[src/rtl/poison_pkg.sv]
package poison_pkg;
  typedef enum logic [2:0] {
    OUT_NONE,
    OUT_FAULT,
    OUT_TERM,
    OUT_RESUME,
    OUT_UPDATE
  } outcome_e;
endpackage

[src/rtl/poison_src_check.sv]
module poison_src_check #(
  parameter int NUM_REGS = 32,
  parameter int NUM_SRC  = 2,
  localparam int IDX_W   = $clog2(NUM_REGS)
) (
  input  logic [NUM_REGS-1:0]           poison_i,
  input  logic [NUM_SRC-1:0]            src_valid_i,
  input  logic [NUM_SRC-1:0][IDX_W-1:0] src_idx_i,
  output logic                          any_poison_o,
  output logic [IDX_W-1:0]              first_idx_o
);
  logic [NUM_SRC-1:0] hit;

  for (genvar k = 0; k < NUM_SRC; k++) begin : g_src
    assign hit[k] = src_valid_i[k] & poison_i[src_idx_i[k]];
  end

  assign any_poison_o = |hit;

  // lowest port number wins
  always_comb begin
    first_idx_o = '0;
    for (int k = NUM_SRC - 1; k >= 0; k--) begin
      if (hit[k]) first_idx_o = src_idx_i[k];
    end
  end
endmodule

[src/rtl/poison_classify.sv]
module poison_classify
  import poison_pkg::*;
(
  input  logic     valid_i,
  input  logic     spec_i,
  input  logic     store_i,
  input  logic     dst_valid_i,
  input  logic     src_poison_i,
  input  logic     exc_i,
  input  logic     exc_term_i,
  output outcome_e outcome_o,
  output logic     dst_we_o,
  output logic     dst_val_o
);
  logic normal;
  assign normal = ~spec_i | store_i;

  always_comb begin
    outcome_o = OUT_NONE;
    dst_we_o  = 1'b0;
    dst_val_o = 1'b0;
    if (valid_i) begin
      if (normal && src_poison_i) begin
        outcome_o = OUT_FAULT;
      end else if (exc_i && !exc_term_i) begin
        outcome_o = OUT_RESUME;
      end else if (exc_i && normal) begin
        outcome_o = OUT_TERM;
      end else begin
        outcome_o = OUT_UPDATE;
        dst_we_o  = dst_valid_i & ~store_i;
        dst_val_o = ~normal & (src_poison_i | exc_i);
      end
    end
  end
endmodule

[src/rtl/poison_bits.sv]
module poison_bits #(
  parameter int NUM_REGS = 32,
  localparam int IDX_W   = $clog2(NUM_REGS)
) (
  input  logic                clk_i,
  input  logic                rst_ni,
  input  logic                upd_en_i,
  input  logic [IDX_W-1:0]    upd_idx_i,
  input  logic                upd_val_i,
  input  logic                load_en_i,
  input  logic [NUM_REGS-1:0] load_data_i,
  output logic [NUM_REGS-1:0] bits_o
);
  assign bits_o[0] = 1'b0;

  for (genvar i = 1; i < NUM_REGS; i++) begin : g_bit
    logic q;
    always_ff @(posedge clk_i or negedge rst_ni) begin
      if (!rst_ni) begin
        q <= 1'b0;
      end else if (load_en_i) begin
        q <= load_data_i[i];
      end else if (upd_en_i && upd_idx_i == IDX_W'(i)) begin
        q <= upd_val_i;
      end
    end
    assign bits_o[i] = q;
  end
endmodule

[src/rtl/poison_tracker.sv]
module poison_tracker
  import poison_pkg::*;
#(
  parameter int NUM_REGS = 32,
  localparam int IDX_W   = $clog2(NUM_REGS)
) (
  input  logic                clk_i,
  input  logic                rst_ni,
  input  logic                ret_valid_i,
  input  logic                ret_spec_i,
  input  logic                ret_store_i,
  input  logic                ret_src_a_valid_i,
  input  logic [IDX_W-1:0]    ret_src_a_i,
  input  logic                ret_src_b_valid_i,
  input  logic [IDX_W-1:0]    ret_src_b_i,
  input  logic                ret_dst_valid_i,
  input  logic [IDX_W-1:0]    ret_dst_i,
  input  logic                ret_exc_i,
  input  logic                ret_exc_term_i,
  input  logic                save_req_i,
  input  logic                restore_we_i,
  input  logic [NUM_REGS-1:0] restore_data_i,
  output logic                fault_o,
  output logic [IDX_W-1:0]    fault_src_o,
  output logic                term_trap_o,
  output logic                resume_trap_o,
  output logic                save_valid_o,
  output logic [NUM_REGS-1:0] save_data_o,
  output logic [NUM_REGS-1:0] poison_o
);
  localparam int NUM_SRC = 2;

  logic [NUM_REGS-1:0]           bits;
  logic [NUM_SRC-1:0]            src_valid;
  logic [NUM_SRC-1:0][IDX_W-1:0] src_idx;
  logic                          src_poison;
  logic [IDX_W-1:0]              src_first;
  outcome_e                      outcome;
  logic                          dst_we;
  logic                          dst_val;
  logic                          ctx_load;
  logic                          ctx_save;

  assign src_valid = {ret_src_b_valid_i, ret_src_a_valid_i};
  assign src_idx   = {ret_src_b_i, ret_src_a_i};

  poison_src_check #(.NUM_REGS(NUM_REGS), .NUM_SRC(NUM_SRC)) u_src (
    .poison_i     (bits),
    .src_valid_i  (src_valid),
    .src_idx_i    (src_idx),
    .any_poison_o (src_poison),
    .first_idx_o  (src_first)
  );

  poison_classify u_cls (
    .valid_i      (ret_valid_i),
    .spec_i       (ret_spec_i),
    .store_i      (ret_store_i),
    .dst_valid_i  (ret_dst_valid_i),
    .src_poison_i (src_poison),
    .exc_i        (ret_exc_i),
    .exc_term_i   (ret_exc_term_i),
    .outcome_o    (outcome),
    .dst_we_o     (dst_we),
    .dst_val_o    (dst_val)
  );

  // context access yields to retirement
  assign ctx_load = restore_we_i & ~ret_valid_i;
  assign ctx_save = save_req_i & ~ret_valid_i;

  poison_bits #(.NUM_REGS(NUM_REGS)) u_bits (
    .clk_i       (clk_i),
    .rst_ni      (rst_ni),
    .upd_en_i    (dst_we),
    .upd_idx_i   (ret_dst_i),
    .upd_val_i   (dst_val),
    .load_en_i   (ctx_load),
    .load_data_i (restore_data_i),
    .bits_o      (bits)
  );

  always_ff @(posedge clk_i or negedge rst_ni) begin
    if (!rst_ni) begin
      fault_o       <= 1'b0;
      fault_src_o   <= '0;
      term_trap_o   <= 1'b0;
      resume_trap_o <= 1'b0;
    end else begin
      fault_o       <= (outcome == OUT_FAULT);
      term_trap_o   <= (outcome == OUT_TERM);
      resume_trap_o <= (outcome == OUT_RESUME);
      if (outcome == OUT_FAULT) fault_src_o <= src_first;
    end
  end

  always_ff @(posedge clk_i or negedge rst_ni) begin
    if (!rst_ni) begin
      save_valid_o <= 1'b0;
      save_data_o  <= '0;
    end else begin
      save_valid_o <= ctx_save;
      if (ctx_save) save_data_o <= bits;
    end
  end

  assign poison_o = bits;
endmodule

[config.mk]
export PLATFORM = sky130hd
export DESIGN_NAME = poison_tracker
export DESIGN_NICKNAME = d
export VERILOG_FILES = /design/src/rtl/poison_pkg.sv /design/src/rtl/poison_src_check.sv /design/src/rtl/poison_classify.sv /design/src/rtl/poison_bits.sv /design/src/rtl/poison_tracker.sv
export SDC_FILE = /design/constraint.sdc
export NUM_CORES = 1
export LEC_CHECK = 0
export BUFFER_PORTS_ARGS = -buffer_cell sky130_fd_sc_hd__buf_2
export CORE_MARGIN = 5
export CORE_UTILIZATION = 45
export CTS_CLUSTER_DIAMETER = 50
export DETAILED_ROUTE_END_ITERATION = 8
export HOLD_SLACK_MARGIN = 0.15
export PLACE_DENSITY = 0.71
export SETUP_SLACK_MARGIN = 0.15
export SLEW_MARGIN = 20
export SYNTH_ARGS = -nofsm -noshare
export SYNTH_HDL_FRONTEND = slang
export SYNTH_HIERARCHICAL = 1
export SYNTH_SLANG_ARGS = --single-unit
[constraint.sdc]
create_clock -name clk_i -period 4.1 [get_ports clk_i]
set_clock_uncertainty 0.15 [all_clocks]
set_input_delay 0.82 -clock clk_i [delete_from_list [all_inputs] [get_ports clk_i]]
set_output_delay 0.82 -clock clk_i [all_outputs]
set_load 0.02 [all_outputs]
==> results of run 1 <==
-- state kept, by name, indices dropped and copies added (netlist names) --
register,count
fault_o,1
fault_src_o,5
resume_trap_o,1
save_data_o,32
save_valid_o,1
term_trap_o,1
u_bits/g_bit.q,31
-- logic make-up (layout without fill, tap and decap cells) --
kind of cell | count (synthesis) | count (layout) | synth area share
AO/OA/AOI/OAI | 110 | 110 | 0.136
AND/OR/NAND/NOR | 91 | 91 | 0.144
multiplexers | 72 | 72 | 0.226
flip-flops | 72 | 72 | 0.395
buffers and inverters | 61 | 157 | 0.0985
other | 1 | 1 | 0.000823
-- stage by stage --
step | hold slack [ns] | power (mW) | setup TNS, ns | area, µm²
global placement | 0.336 | 1.66 | -0.000464 | 5000
global route | 0.368 | 2.49 | 0 | 5280
CTS | 0.359 | 2.39 | 0 | 5250
finish | 0.356 | 2.38 | 0 | 5280
floorplan | 0.363 | 1.47 | 0 | 4560
detailed placement | 0.337 | 1.68 | 0 | 5000
-- cell type report --
| class | instances | area [µm²] |
|---|---|---|
| clock buffer | 12 | 155 |
| clock inverter | 4 | 98.8 |
| fill | 894 | 4540 |
| inverter | 5 | 18.8 |
| multi-input combinational | 274 | 2320 |
| sequential | 72 | 1800 |
| tap | 133 | 166 |
| timing repair buffer | 136 | 713 |
-- worst max path at each step --
stage / from / end / slack, ns / cells after the start
floorplan: ret_src_b_i[0] / u_bits/g_bit[4].q / 0.32 / 11
CTS: ret_src_a_i[0] / u_bits/g_bit[8].q / 0.37 / 13
detailed placement: ret_src_a_i[0] / u_bits/g_bit[8].q / 0.005 / 13
global route: ret_src_b_i[0] / u_bits/g_bit[8].q / 0.20 / 12
finish: ret_src_b_i[0] / u_bits/g_bit[8].q / 0.41 / 12
global placement: ret_src_a_i[0] / u_bits/g_bit[4].q / -0.0005 / 13
-- cells in the mapped netlist (3+ instances only) --
cell type | instances | area (µm²)
dfrtp_1 | 72 | 1800
a21oi_1 | 56 | 280
buf_4 | 36 | 270
nor2b_1 | 35 | 219
mux2_4 | 29 | 435
o21ai_0 | 28 | 140
mux2i_1 | 17 | 170
a31oi_1 | 13 | 81.3
mux2_2 | 13 | 146
mux4_2 | 9 | 203
clkbuf_1 | 8 | 30.0
nand2_1 | 8 | 30.0
nand2b_1 | 6 | 37.5
and3_1 | 5 | 31.3
inv_1 | 5 | 18.8
nor2_1 | 5 | 18.8
buf_6 | 4 | 45.0
o21ai_1 | 4 | 20.0
and3b_1 | 3 | 26.3
and4b_1 | 3 | 30.0
buf_12 | 3 | 60.1
buf_2 | 3 | 15.0
nand4b_1 | 3 | 26.3
nand4bb_1 | 3 | 33.8
-- where the power goes --
part	leakage (nW)	switching, mW	internal [mW]	total (mW)
registers	0.816	0.116	0.838	0.954
logic	1.44	0.388	0.322	0.710
clock network	0.127	0.274	0.440	0.714
-- routing by layer --
metal	vias to the layer above	wire (µm)
met3	19	752
met1	1719	5360
met2	134	5830
met5	-	0
met4	0	262
li1	1637	-
==> reports/results.tsv, run 1 <==
stage	metric	value	unit
hold_path	hold crit path type	register to register	
place	DP Cell Count	619	
drt	Iter 0 DRT Violations	338	
worst_setup_path	Critical Path RT	4.19	ns
timing	final hold vios	0	
worst_setup_path	max incr delay on CP	0.58	ns
grt	initial antenna violation count	0	
grt	pin count of the biggest net entering global routing	63	
worst_setup_path	CP max FO	16	
power_and_ir_drop	peak supply drop	0.159	mV
worst_setup_path	most used cell, CP	a21oi_1	
clock_network	CTS tree	done	
power_and_ir_drop	Leakage	2.39	nW
hold_path	Hold Path Origin	save_data_o[25]	
hold_path	Hold Path End	save_data_o[25]	
worst_setup_path	arrival time worst endpoint	3.79	ns
clock_network	CTS Buf Count	9	
timing	Worst-Margin Slew	0.730	ns
synthesis	Seq cells post-synth	72	
floorplanning	row count	36	
clock_network	hold buffers post-CTS	0	
floorplanning	Initial Util	0.464	
place	pre-CTS WS	0.00504	ns
worst_setup_path	reg2reg start	u_bits/g_bit[1].q	
grt	GRT overflow	0	
drt	final antenna-violating net count	0	
synthesis	syn nets	466	
finish	Antenna Diode Count	0	
floorplanning	core region area	9820	µm²
drt	detailed-route DRC error count	0	
worst_setup_path	Crit. End Element	register	
synthesis	Ys Warns	6	
timing	final setup vio count	0	
timing	maximum clock rate	271	MHz
grt	GR Layer Usage met2	0.309	
timing	Final period util	0.900	
floorplanning	die area	12200	µm²
worst_setup_path	Critical Path Source Type	input port	
synthesis	Distinct cells, synth	52	
synthesis	Post-synth top flop	dfrtp_1	
clock_network	Setup Buffers After CTS	0	
grt	GRT met3 Usage	0.0416	
synthesis	Avg Cell Area, Syn	11.2	µm²
power_and_ir_drop	PwrDens	451	nW/µm²
worst_setup_path	FF-to-FF path depth	11	
grt	GRT met1 Usage	0.271	
finish	most frequent cells in the layout	buf_2, dfrtp_1, a21oi_1, nor2b_1, mux2_4	
drt	vias per cell	5.52	
floorplanning	Ports	132	
worst_setup_path	Reg-to-Reg End	u_bits/g_bit[8].q	
synthesis	cell area after synthesis	4560	µm²
synthesis	Post-Syn Instances	407	
clock_network	CTS resizes	0	
drt	DR WL/cell	19.2	µm
place	IO buf count	129	
grt	vias in the first global route	3704	
worst_setup_path	WS Path Type	input port to register	
place	post-DP HPWL	9.30	mm
hold_path	hold path depth	1	
synthesis	post-synthesis async set-or-reset flop share	1.00	
synthesis	Seq/Total Area, Yosys	0.395	
synthesis	Post-synth EDFFs	0	
clock_network	clock sink count	72	
worst_setup_path	slowest CP cell	mux4_1	
finish	fin cells	636	
clock_network	clock-pin slew on the worst setup and hold paths	0.07	ns
worst_setup_path	Buffers & Inverters on Critical Path	2	
timing	RSZ-0062 raised after global routing	false	
finish	fin util	0.537	
clock_network	Max clock buf depth	2	
floorplanning	Die W	111	µm
timing	minimum clock period	3.69	ns
run	Max Cap Viol	0	
clock_network	CTS H-tree depth	3	
floorplanning	Die Span Y	111	µm
outcome	status	complete, no violations	
clock_network	clock root buffer	clkbuf_8	
finish	commonest non-fill, non-tap cell in the layout	buf_2	
timing	max-slew violations	0	
timing	slew margin rel.	0.514	
grt	Total GRT Usage	0.200	
grt	first-pass GRT wire length	19.7	mm
grt	busiest grt layer	met2	
drt	vias post-DR	3509	
place	Placer Congestion	0.860	
finish	Synth-to-Final Area Change	15.8	%
timing	setup ws final	0.408	ns
worst_setup_path	crit-path cells	buf_2, mux4_1, mux2_2, a221o_1, a21o_1, nor2_1, a21oi_1, nor3_1, buf_4, or4b_1, o21ai_1, a21oi_1	
finish	fraction of layout cells with a size suffix above 1	0.427	
clock_network	worst skew pair latency	0.36	ns
finish	NumNets Final	557	
drt	Detailed Routing Iterations Pass 1	5	
worst_setup_path	CP top delay family	simple AND/OR/NAND/NOR gates	
worst_setup_path	FF-to-FF setup slack	0.62	ns
drt	DRT Wirelength	12.2	mm
Power figures use the tool's default switching activity.
==> inputs of run 2 (changes only) <==
CELL_PAD_IN_SITES_DETAIL_PLACEMENT = 1   (was unset)
CELL_PAD_IN_SITES_GLOBAL_PLACEMENT = 1   (was unset)
CORE_MARGIN = unset   (was 5)
CORE_UTILIZATION = 41   (was 45)
PLACE_DENSITY = unset   (was 0.71)
PLACE_DENSITY_LB_ADDON = 0.1   (was unset)
==> run 2 against run 1 <==
- cell area is 1.8% lower
- non-clock buffer count up 1
- critical path depth unchanged
- utilization down 6.0 points
- combinational power about the same
- final cell count rose by 0.79%
- clock power decreased by 31%
- hold slack gained 0.0018 ns
- via count grew 2.3%
- count of clock-buffer cells in the layout stayed put
- power fell by 8.8%
- largest power group unchanged
==> reports/results.tsv, run 2 (same netlist as run 1, synthesis figures left out) <==
stage	metric	value	unit	change
finish	most frequent cells in the layout	buf_2, dfrtp_1, a21oi_1, nor2b_1, mux2_4		unchanged
worst_setup_path	FF-to-FF path depth	11		unchanged
floorplanning	die area	11500	µm²	was 12200 µm²
clock_network	CTS resizes	0		unchanged
grt	Total GRT Usage	0.237		was 0.200
timing	RSZ-0062 raised after global routing	false		unchanged
power_and_ir_drop	peak supply drop	0.181	mV	was 0.159 mV
worst_setup_path	Crit. End Element	register		unchanged
drt	Iter 0 DRT Violations	180		was 338
clock_network	clock root buffer	clkbuf_8		unchanged
finish	NumNets Final	558		was 557
power_and_ir_drop	Leakage	2.34	nW	was 2.39 nW
drt	DR WL/cell	20.3	µm	was 19.2 µm
place	Cell Area, Placed	5020	µm²	was 5000 µm²
worst_setup_path	CP max FO	9		was 16
hold_path	hold path depth	1		unchanged
finish	fraction of layout cells with a size suffix above 1	0.425		was 0.427
timing	minimum clock period	3.74	ns	was 3.69 ns
drt	vias per cell	5.60		was 5.52
grt	initial antenna violation count	0		unchanged
clock_network	Setup Buffers After CTS	0		unchanged
place	post-DP HPWL	9.57	mm	was 9.30 mm
finish	largest register by flop count	save_data_o		unchanged
worst_setup_path	Reg-to-Reg End	u_bits/g_bit[8].q		unchanged
floorplanning	core region area	10800	µm²	was 9820 µm²
timing	final setup vio count	0		unchanged
timing	final hold vios	0		unchanged
floorplanning	Ports	132		unchanged
finish	max reg flops	32		unchanged
finish	commonest non-fill, non-tap cell in the layout	buf_2		unchanged
outcome	status	complete, no violations		unchanged
finish	final instance area	5180	µm²	was 5280 µm²
worst_setup_path	Critical Path Source Type	input port		unchanged
finish	Antenna Diode Count	0		unchanged
worst_setup_path	arrival time worst endpoint	3.82	ns	was 3.79 ns
clock_network	clock sink count	72		unchanged
clock_network	CTS H-tree depth	3		unchanged
run	Max Cap Viol	0		unchanged
timing	final setup TNS	0	ns	unchanged
timing	slew margin rel.	0.393		was 0.514
floorplanning	Die W	107	µm	was 111 µm
power_and_ir_drop	PwrDens	419	nW/µm²	was 451 nW/µm²
timing	maximum clock rate	268	MHz	was 271 MHz
clock_network	CTS tree	done		unchanged
worst_setup_path	WS Path Type	input port to register		unchanged
drt	final antenna-violating net count	0		unchanged
drt	Detailed Routing Iterations Pass 1	4		was 5
worst_setup_path	FF-to-FF setup slack	0.60	ns	was 0.62 ns
drt	vias post-DR	3590		was 3509
timing	max-slew violations	0		unchanged
floorplanning	Initial Util	0.420		was 0.464
worst_setup_path	reg2reg start	u_bits/g_bit[4].q		was u_bits/g_bit[1].q
floorplanning	row count	38		was 36
finish	largest registers	save_data_o: 32 flops, u_bits/g_bit.q: 31 flops, fault_src_o: 5 flops		unchanged
clock_network	hold buffers post-CTS	0		unchanged
clock_network	worst skew pair latency	0.35	ns	was 0.36 ns
clock_network	Max clock buf depth	2		unchanged
hold_path	hold crit path type	register to register		unchanged
finish	Synth-to-Final Area Change	13.6	%	was 15.8%
timing	Worst-Margin Slew	0.911	ns	was 0.730 ns
place	IO buf count	129		unchanged
worst_setup_path	CP Launch Point	ret_src_b_i[0]		unchanged
finish	footprint of the multi-input gates	2320	µm²	about the same
grt	pin count of the biggest net entering global routing	73		was 63
clock_network	CTS Buf Count	9		unchanged
worst_setup_path	worst setup path endpoint	u_bits/g_bit[8].q		unchanged
timing	Final period util	0.911		was 0.900
grt	first-pass GRT wire length	20.7	mm	was 19.7 mm
grt	GRT overflow	0		unchanged
finish	FILL cells	1238		was 894
place	Placer Congestion	0.847		was 0.860
floorplanning	Die Span Y	107	µm	was 111 µm
drt	detailed-route DRC error count	0		unchanged
drt	DRT Wirelength	13.0	mm	was 12.2 mm
grt	vias in the first global route	3759		was 3704
finish	Storage cell area	1800	µm²	unchanged
worst_setup_path	Critical Path RT	4.19	ns	about the same
clock_network	clock-pin slew on the worst setup and hold paths	0.08	ns	was 0.07 ns
[run 2: cell count changes in the layout (fill, tap and decap cells not counted), sizes merged]
cell / previous run / this run
bufinv: 3 / 0
buf: 135 / 137
clkbuf: 13 / 12
inv: 6 / 5
clkinv: 0 / 1
[run 2: where the power goes]
part           internal [mW]  switching (mW)  total [mW]
Sequential             0.838           0.124       0.962
Combinational          0.321           0.391       0.712
Clock                  0.242           0.253       0.495
Total                   1.40           0.767        2.17
[run 2: cell type report]
| class | instances | share of cell area |
|---|---|---|
| multi-input combinational | 274 | 0.447 |
| sequential | 72 | 0.348 |
| timing repair buffer | 137 | 0.136 |
| tap | 140 | 0.0338 |
| clock buffer | 12 | 0.0300 |
| inverter | 5 | 0.00362 |
| clock inverter | 1 | 0.000966 |
[run 2: worst min-delay path by stage]
stage,from,endpoint,slack [ns]
after floorplan,u_bits/g_bit[10].q,u_bits/g_bit[10].q,0.36
after global placement,save_data_o[26],save_data_o[26],0.34
after detailed placement,save_data_o[2],save_data_o[2],0.34
after CTS,fault_src_o[2],fault_src_o[2],0.36
after global routing,save_data_o[4],save_data_o[4],0.38
final,save_data_o[2],save_data_o[2],0.36
[run 2: layer usage]
| metal | vias up | wire length [µm] | global-route usage |
|---|---|---|---|
| met5 | - | 0 | 0 |
| met4 | 0 | 214 | 0.0822 |
| met3 | 18 | 568 | 0.0327 |
| met2 | 105 | 6150 | 0.388 |
| met1 | 1832 | 6060 | 0.323 |
| li1 | 1635 | - | - |
[run 2: worst max-delay path, stage by stage]
cell and delay (ns):
buf_2 0.18, mux4_1 0.57, mux2_2 0.28, a221o_1 0.35, a21o_1 0.20, nor2_1 0.13
a21oi_1 0.05, nor3_1 0.21, buf_4 0.21, or4b_1 0.52, o21ai_1 0.19, a21oi_1 0.09
[run 2: stage by stage]
stage	hold WS (ns)	util	power, mW	setup slack [ns]	cells
after floorplan	0.363	-	1.47	0.316	407
after global placement	0.337	0.463	1.67	0.104	628
after detailed placement	0.339	0.463	1.69	0.0100	628
after CTS	0.361	0.478	2.19	0.359	641
after global routing	0.380	0.478	2.28	0.196	641
final	0.358	0.478	2.17	0.364	641
